File: config.mk
export PLATFORM = sky130hd
export DESIGN_NAME = irq_prio_arb
export DESIGN_NICKNAME = d
export VERILOG_FILES = /design/src/rtl/irq_arb_pkg.sv /design/src/rtl/irq_cfg_regs.sv /design/src/rtl/irq_level_fsm.sv /design/src/rtl/irq_prio_pick.sv /design/src/rtl/irq_prio_arb.sv
export SDC_FILE = /design/constraint.sdc
export NUM_CORES = 1
export LEC_CHECK = 0
export BUFFER_PORTS_ARGS = -buffer_cell sky130_fd_sc_hd__buf_2
export CORE_MARGIN = 3
export CORE_UTILIZATION = 53
export DETAILED_ROUTE_END_ITERATION = 12
export PLACE_DENSITY = 0.92
export SLEW_MARGIN = 30
export SYNTH_ARGS = -nofsm -noshare
export SYNTH_HDL_FRONTEND = slang
export SYNTH_SLANG_ARGS = --single-unit
File: constraint.sdc
create_clock -name clk -period 4.2 [get_ports clk]
set_input_delay 0.42 -clock clk [delete_from_list [all_inputs] [get_ports clk]]
set_output_delay 0.42 -clock clk [all_outputs]
set_load 0.005 [all_outputs]
File: src/rtl/irq_arb_pkg.sv
package irq_arb_pkg;
  localparam int NUM_LVL = 3;
  localparam int STAT_W  = 8;

  typedef enum logic [1:0] {
    LVL_NONE = 2'd0,
    LVL_REQ  = 2'd1,
    LVL_ACK  = 2'd2
  } lvl_state_e;

  // implemented source positions per level (0 = receiver, highest)
  function automatic logic [STAT_W-1:0] impl_bits(input int lvl);
    case (lvl)
      0:       impl_bits = 8'hDE;
      1:       impl_bits = 8'hC6;
      default: impl_bits = 8'hE0;
    endcase
  endfunction
endpackage

File: src/rtl/irq_cfg_regs.sv
module irq_cfg_regs
  import irq_arb_pkg::*;
#(
  parameter int DATA_W = 8,
  parameter int ADDR_W = 3
) (
  input  logic                                clk,
  input  logic                                rst_n,
  input  logic                                we,
  input  logic [ADDR_W-1:0]                   addr,
  input  logic [DATA_W-1:0]                   wdata,
  output logic [NUM_LVL-1:0][STAT_W-1:0]      mask_o,
  output logic [NUM_LVL-1:0][DATA_W-1:0]      vec_o
);
  for (genvar i = 0; i < NUM_LVL; i++) begin : g_lvl
    localparam logic [ADDR_W-1:0] MASK_ADDR = ADDR_W'(i);
    localparam logic [ADDR_W-1:0] VEC_ADDR  = ADDR_W'(NUM_LVL + i);

    always_ff @(posedge clk) begin
      if (!rst_n) begin
        mask_o[i] <= '0;
        vec_o[i]  <= '0;
      end else if (we) begin
        if (addr == MASK_ADDR) mask_o[i] <= wdata[STAT_W-1:0];
        if (addr == VEC_ADDR)  vec_o[i]  <= wdata;
      end
    end
  end
endmodule

File: src/rtl/irq_level_fsm.sv
module irq_level_fsm
  import irq_arb_pkg::*;
(
  input  logic       clk,
  input  logic       rst_n,
  input  logic       pend,
  input  logic       grant,
  output lvl_state_e state
);
  lvl_state_e nxt;

  always_comb begin
    nxt = state;
    if (!pend) begin
      nxt = LVL_NONE;
    end else begin
      case (state)
        LVL_NONE: nxt = LVL_REQ;
        LVL_REQ:  nxt = grant ? LVL_ACK : LVL_REQ;
        LVL_ACK:  nxt = LVL_ACK;
        default:  nxt = LVL_NONE;
      endcase
    end
  end

  always_ff @(posedge clk) begin
    if (!rst_n) state <= LVL_NONE;
    else        state <= nxt;
  end
endmodule

File: src/rtl/irq_prio_pick.sv
module irq_prio_pick
  import irq_arb_pkg::*;
#(
  parameter int DATA_W = 8
) (
  input  logic [NUM_LVL-1:0][1:0]        st,
  input  logic [NUM_LVL-1:0][DATA_W-1:0] vecs,
  input  logic                           iack,
  output logic [NUM_LVL-1:0]             grant,
  output logic                           irq_n,
  output logic                           vec_valid,
  output logic [DATA_W-1:0]              vec_data
);
  logic              found;
  logic              blocked;
  logic [DATA_W-1:0] win_vec;

  // walk from highest priority (index 0) downward
  always_comb begin
    found   = 1'b0;
    blocked = 1'b0;
    grant   = '0;
    win_vec = '0;
    for (int i = 0; i < NUM_LVL; i++) begin
      if (!found && !blocked && st[i] == LVL_REQ) begin
        found    = 1'b1;
        grant[i] = iack;
        win_vec  = vecs[i];
      end
      if (st[i] == LVL_ACK) blocked = 1'b1;
    end
  end

  assign irq_n     = ~found;
  assign vec_valid = iack & found;
  assign vec_data  = vec_valid ? win_vec : '0;
endmodule

File: src/rtl/irq_prio_arb.sv
module irq_prio_arb
  import irq_arb_pkg::*;
#(
  parameter int DATA_W = 8,
  parameter int ADDR_W = 3
) (
  input  logic                 clk,
  input  logic                 rst_n,
  input  logic                 cfg_we,
  input  logic [ADDR_W-1:0]    cfg_addr,
  input  logic [DATA_W-1:0]    cfg_wdata,
  input  logic [STAT_W-1:0]    rx_stat,
  input  logic [STAT_W-1:0]    tx_stat,
  input  logic [STAT_W-1:0]    si_stat,
  input  logic                 iack,
  output logic                 irq_n,
  output logic                 vec_valid,
  output logic [DATA_W-1:0]    vec_data,
  output logic [2*NUM_LVL-1:0] lvl_state
);
  logic [NUM_LVL-1:0][STAT_W-1:0] stat;
  logic [NUM_LVL-1:0][STAT_W-1:0] mask;
  logic [NUM_LVL-1:0][DATA_W-1:0] vecs;
  logic [NUM_LVL-1:0][1:0]        st;
  logic [NUM_LVL-1:0]             pend;
  logic [NUM_LVL-1:0]             grant;

  assign stat = {si_stat, tx_stat, rx_stat};

  irq_cfg_regs #(.DATA_W(DATA_W), .ADDR_W(ADDR_W)) u_regs (
    .clk(clk), .rst_n(rst_n), .we(cfg_we), .addr(cfg_addr),
    .wdata(cfg_wdata), .mask_o(mask), .vec_o(vecs)
  );

  for (genvar i = 0; i < NUM_LVL; i++) begin : g_lvl
    lvl_state_e s;
    assign pend[i] = |(stat[i] & mask[i] & impl_bits(i));
    irq_level_fsm u_fsm (
      .clk(clk), .rst_n(rst_n), .pend(pend[i]), .grant(grant[i]), .state(s)
    );
    assign st[i] = s;
    assign lvl_state[2*i +: 2] = s;
  end

  irq_prio_pick #(.DATA_W(DATA_W)) u_pick (
    .st(st), .vecs(vecs), .iack(iack), .grant(grant),
    .irq_n(irq_n), .vec_valid(vec_valid), .vec_data(vec_data)
  );
endmodule

Word level (Yosys, flattened, before mapping)
Cells that the tools add are included.
{"block": "totals", "register_bits": 54, "inputBits": 39, "out_inout_bits": 16, "elab_cells": 67}
{"block": "classes", "eq_ne": 11, "n_mux": 18, "bitwise": 5, "reduce_logical": 24}
{"op": "8-bit 2-to-1 mux", "n": 4}
{"op": "8-bit AND", "n": 3}
{"op": "2-bit case mux with 3 select lines", "n": 3}
{"op": "2-bit AND reduction", "n": 9}
{"op": "1-bit 2-to-1 mux", "n": 8}
{"op": "2-bit by 1-bit == test with 1-bit output (second input constant)", "n": 3}
{"op": "2-bit == test (second input constant)", "n": 3}
{"op": "3-bit by 2-bit == test with 1-bit output (second input constant)", "n": 2}
{"op": "3-bit == test (second input constant)", "n": 2}
{"op": "2-bit logical NOT", "n": 3}
{"op": "2-bit 2-to-1 mux", "n": 3}
{"op": "6-bit OR reduction", "n": 1}
{"op": "1-bit logical AND", "n": 4}
{"op": "1-bit logical NOT", "n": 4}
{"op": "4-bit OR reduction", "n": 1}
{"op": "3-bit by 1-bit == test with 1-bit output (second input constant)", "n": 1}
{"op": "3-bit logical NOT", "n": 1}
{"op": "3-bit OR reduction", "n": 1}
{"op": "1-bit AND", "n": 1}
{"op": "1-bit inverter", "n": 1}

Depth between registers and ports, before layout
{"block": "logic_depth", "ltp_word": 12, "ltp_mapped": 7}

Cells and area by module
A second synthesis with hierarchy kept.
{"block": "unflattened", "hier_cells": 253, "area_unflattened_um2": 2434.8}
{"module": "irq_cfg_regs", "n_inst": 1, "cells_each": 170, "area_each_um2": 1771.7}
{"module": "irq_prio_pick", "n_inst": 1, "cells_each": 53, "area_each_um2": 381.6}
{"module": "irq_level_fsm", "n_inst": 3, "cells_each": 7, "area_each_um2": 73.8}
{"module": "irq_prio_arb", "n_inst": 1, "cells_each": 9, "area_each_um2": 60.1}

Worst setup path before layout
OpenSTA, ideal clock, no wires.
{"block": "synth_timing", "kind": "reg-to-output", "from": "register g_lvl[0].u_fsm.state[0]", "to": "output vec_data[0]", "t_arrival_ns": 1.752, "t_required_ns": 3.780, "path_slack_ns": 2.028, "stages_incl_launch_ff": 7, "cell_sequence": "dfxtp_1 > inv_1 > ha_1 > nor3b_2 > buf_2 > a221oi_1 > nor2_1"}
{"block": "synth_via", "elab_chain_len": 12, "elab_cells_between_ends": 20}
{"element": "from (decl)", "line_no": "irq_level_fsm.sv:8", "text": "output lvl_state_e state"}
{"element": "from (signal assigned)", "line_no": "irq_level_fsm.sv:28", "text": "else state <= nxt;"}
{"element": "2-bit by 1-bit == test with 1-bit output or 2-bit == test (tied branches)", "line_no": "irq_prio_pick.sv:25, irq_prio_pick.sv:30"}
{"element": "1-bit 2-to-1 mux, on equally long branches", "line_no": "irq_prio_pick.sv:25, irq_prio_pick.sv:30"}
{"element": "1-bit logical NOT", "line_no": "irq_prio_pick.sv:25", "text": "if (!found && !blocked && st[i] == LVL_REQ) begin"}
{"element": "1-bit logical AND (2 in a row)", "line_no": "irq_prio_pick.sv:25"}
{"element": "1-bit 2-to-1 mux", "line_no": "irq_prio_pick.sv:25"}
{"element": "1-bit logical NOT", "line_no": "irq_prio_pick.sv:25"}
{"element": "1-bit logical AND (2 in a row)", "line_no": "irq_prio_pick.sv:25"}
{"element": "1-bit 2-to-1 mux", "line_no": "irq_prio_pick.sv:25"}
{"element": "1-bit AND", "line_no": "irq_prio_pick.sv:35", "text": "assign vec_valid = iack & found;"}
{"element": "8-bit 2-to-1 mux (*)", "line_no": "irq_prio_pick.sv:36", "text": "assign vec_data = vec_valid ? win_vec : '0;"}
{"element": "to (decl)", "line_no": "irq_prio_arb.sv:18", "text": "output logic [DATA_W-1:0] vec_data,"}
Mark *: on every way between the ends. The rest lies on a longest branch, timed or not.

Final worst setup path
{"block": "layout_timing", "from": "register g_lvl[0].u_fsm.state[0]", "to": "output vec_data[5]"}
The elaborated chain is that of the path after synthesis.

==> Implementation_results.wiki <==
{| class="wikitable"
! Metric !! Value
|-
| Post-synthesis cell count || 222
|-
| CP startpoint kind || flop
|-
| Critical path cell sequence || inv_1 > ha_1 > or3b_4 > nor4_4 > a221oi_1 > nor2_1 > buf_2
|-
| PostCTS Resize Cnt || 0
|-
| Endpoint type of the worst setup path || output pin
|-
| Number of max-slew violations in the final report || 0
|-
| Total clock buffers created by CTS || 5
|-
| Power consumption || 0.770 mW
|-
| Mean routed wirelength per cell || 14.4 um
|-
| Routed vias/inst || 5.42
|-
| Clock sinks || 43
|-
| Antenna-violating nets left || 0
|-
| # diodes || 0
|-
| Library cell used as clock root buffer || clkbuf_8
|-
| Achievable clock frequency || 0.351 GHz
|-
| Port bufs || 43
|-
| Met2 Use GR || 0.355
|-
| Setup total negative slack || 0 ns
|-
| Clock network fraction of total power || 0.369
|-
| Number of flops mapped to enable cells by yosys || 0
|-
| Largest voltage drop on the vdd net || 0.216 mV
|-
| Final period util || 0.678
|-
| Worst hold margin || 0.392 ns
|-
| Remaining global-route overflow || 0
|-
| Post-Synthesis Mean Instance Area || 8.90 sq um
|-
| Share of synthesized registers carrying an async set or reset || 0
|-
| Most used flip-flop cell after synthesis || dfxtp_1
|-
| Total number of vias || 1,690
|-
| Area of the mapped netlist || 1980 sq um
|-
| Cell type of the slowest stage on the worst timing path || nor4_4
|-
| Vias in the first global route || 1,581
|-
| Overall fraction of global-route tracks in use || 0.222
|-
| Worst Path Buf+Inv || 2
|-
| Global routing usage on met1 || 0.291
|-
| Classification of the worst-slack hold path || input pin to flop
|-
| Unrepaired setup endpoints after global routing || no
|-
| Net switching power || 0.175 mW
|-
| Hpwl dp || 3.13 mm
|-
| Width of the die || 67.1 um
|-
| Placer's final routability congestion estimate || 0.753
|-
| Number of ports placed on the die boundary || 55
|-
| Placement Rows || 21
|-
| Clock tree from TritonCTS || built
|-
| Family with the most delay on the worst path || simple AND/OR/NAND/NOR gates
|-
| Drt pass-1 iters || 4
|-
| Critical path data arrival time || 2.43 ns
|-
| PwrDens || 331 nW/um^2
|-
| Required arrival time at the worst endpoint || 3.78 ns
|-
| WL final || 4.50 mm
|-
| Sw frac || 0.228
|-
| Insertion delay of the later-clocked pin in the worst-skew pair || 0.30 ns
|-
| Path type of the worst setup path || flop to output pin
|-
| Net count, final || 308
|-
| Synth unique cells || 30
|-
| Number of H-tree levels || 2
|-
| Layer carrying the most global-route usage || met2
|-
| Post CTS Setup Buffer Count || 0
|-
| Hold bufs inserted after CTS || 0
|-
| Standard cell core area || 3470 sq um
|-
| Count of synthesis-stage warnings from yosys || 0
|-
| Fraction of layout instances using a drive strength above 1 || 0.226
|-
| Maximum number of pins on one net before global-route repair || 41
|-
| Area of the die || 4500 sq um
|-
| Clock tree buffer depth || 2
|-
| Area delta synth->final || 17.7%
|-
| Number of antenna violations at the first check in global routing || 0
|-
| Wire length of the first global-routing pass || 7.42 mm
|-
| Most used cells in the layout excluding fill and tap cells || dfxtp_1, buf_2, nand2_1
|-
| Final hold viol count || 0
|-
| Standard cell area after detailed placement || 2230 sq um
|-
| Sequential share of power || 0.547
|-
| Maximum net fanout on the critical path || 10
|-
| Final routed DRC violation total || 0
|-
| Syn_nets || 265
|-
| Slew Limit Headroom || 0.585
|-
| Post-placement cell count || 304
|-
| 1st-iter DRT viols || 71
|-
| Summed area of non-filler cells in the final layout || 2330 sq um
|-
| Final clock skew || 0.00289 ns
|-
| GR Util met3 || 0.0438
|-
| Worst-margin pin slew || 0.620 ns
|-
| Logic gate share of total power || 0.085
|-
| Initial core utilization || 0.570
|-
| Lkg Pwr || 0.880 nW
|-
| Internal power component || 0.594 mW
|-
| Maxcap violations || 0
|-
| Clock transition at path regs || 0.07 ns
|-
| Minimum clock period after layout || 2.85 ns
|-
| Share of synthesized area occupied by flip-flops and latches || 0.435
|-
| Status || finished clean
|-
| Total of endpoints with negative setup slack in the final report || 0
|-
| Longest individual stage delay on the worst path || 0.54 ns
|-
| Post-synthesis sequential element count || 43
|-
| Non-filler instance count after layout || 312
|-
| Vertical die dimension || 67.1 um
|}
-- per-stage QoR --
step	utilization	setup slack, ns
after detailed placement	0.642	1.66
after global routing	0.671	1.17
final	0.671	1.35
after global placement	0.642	1.73
after CTS	0.671	1.33
after floorplan	-	2.03
-- power by group through the flow --
stage               logic, mW  clock network [mW]  registers, mW
floorplan              0.0360                   0          0.429
global placement       0.0623                   0          0.430
detailed placement     0.0644                   0          0.430
CTS                    0.0650               0.291          0.421
global route           0.0722               0.305          0.421
finish                 0.0652               0.284          0.421
-- cells by family (layout without fill, tap and decap cells) --
group                    after synthesis  in the layout  share of synthesized area
multiplexers                          21             21                      0.106
AO/OA/AOI/OAI                         37             37                      0.143
adder cells (fa/ha/maj)                4              4                     0.0253
AND/OR/NAND/NOR                      105            105                      0.266
flip-flops                            43             43                      0.435
buffers and inverters                 12             56                     0.0234
-- final timing paths --
check	startpoint	cells past startpoint	slack [ns]	end
worst max register to register	g_lvl[0].u_fsm.state[0]	6	2.22	g_lvl[2].u_fsm.state[1]
worst max-delay path	g_lvl[0].u_fsm.state[0]	7	1.35	vec_data[5]
worst min register to register	g_lvl[2].u_fsm.state[1]	1	0.46	g_lvl[2].u_fsm.state[0]
worst min-delay path	cfg_wdata[0]	3	0.39	u_regs.vec_o[0]
-- cell usage after synthesis, types with 3 or more instances --
cell type / n / share of area
a22oi_1: 3 / 0.011
a21oi_1: 3 / 0.0076
clkbuf_1: 7 / 0.013
a221oi_1: 8 / 0.035
nand2_1: 42 / 0.080
a21boi_0: 16 / 0.061
dfxtp_1: 43 / 0.44
inv_1: 3 / 0.0057
nor2_1: 25 / 0.047
nand2b_1: 4 / 0.013
mux2i_1: 21 / 0.11
ha_1: 4 / 0.025
nor2b_1: 22 / 0.070
-- state kept, by name, summed over array words and instances, names as in the netlist --
name               flops
u_regs.mask_o         13
u_regs.vec_o          24
g_lvl.u_fsm.state      6
-- routing by layer --
layer | part of all wire | vias up
li1 | - | 840
met1 | 0.45 | 783
met2 | 0.48 | 60
met3 | 0.063 | 7
met4 | 0.010 | 0
met5 | 0 | -
-- worst min-delay path, cell delays in order --
cell,delay (ns)
buf_2,0.11
nand2_1,0.05
a21boi_0,0.06
-- area by class of cell --
type                       instances  area (sq um)
inverter                           4          15.0
clock buffer                       8           100
fill                             310          1140
sequential                        43           861
timing repair buffer              44           223
tap                               46          57.6
multi-input combinational        167          1070
Power figures use the tool's default switching activity.
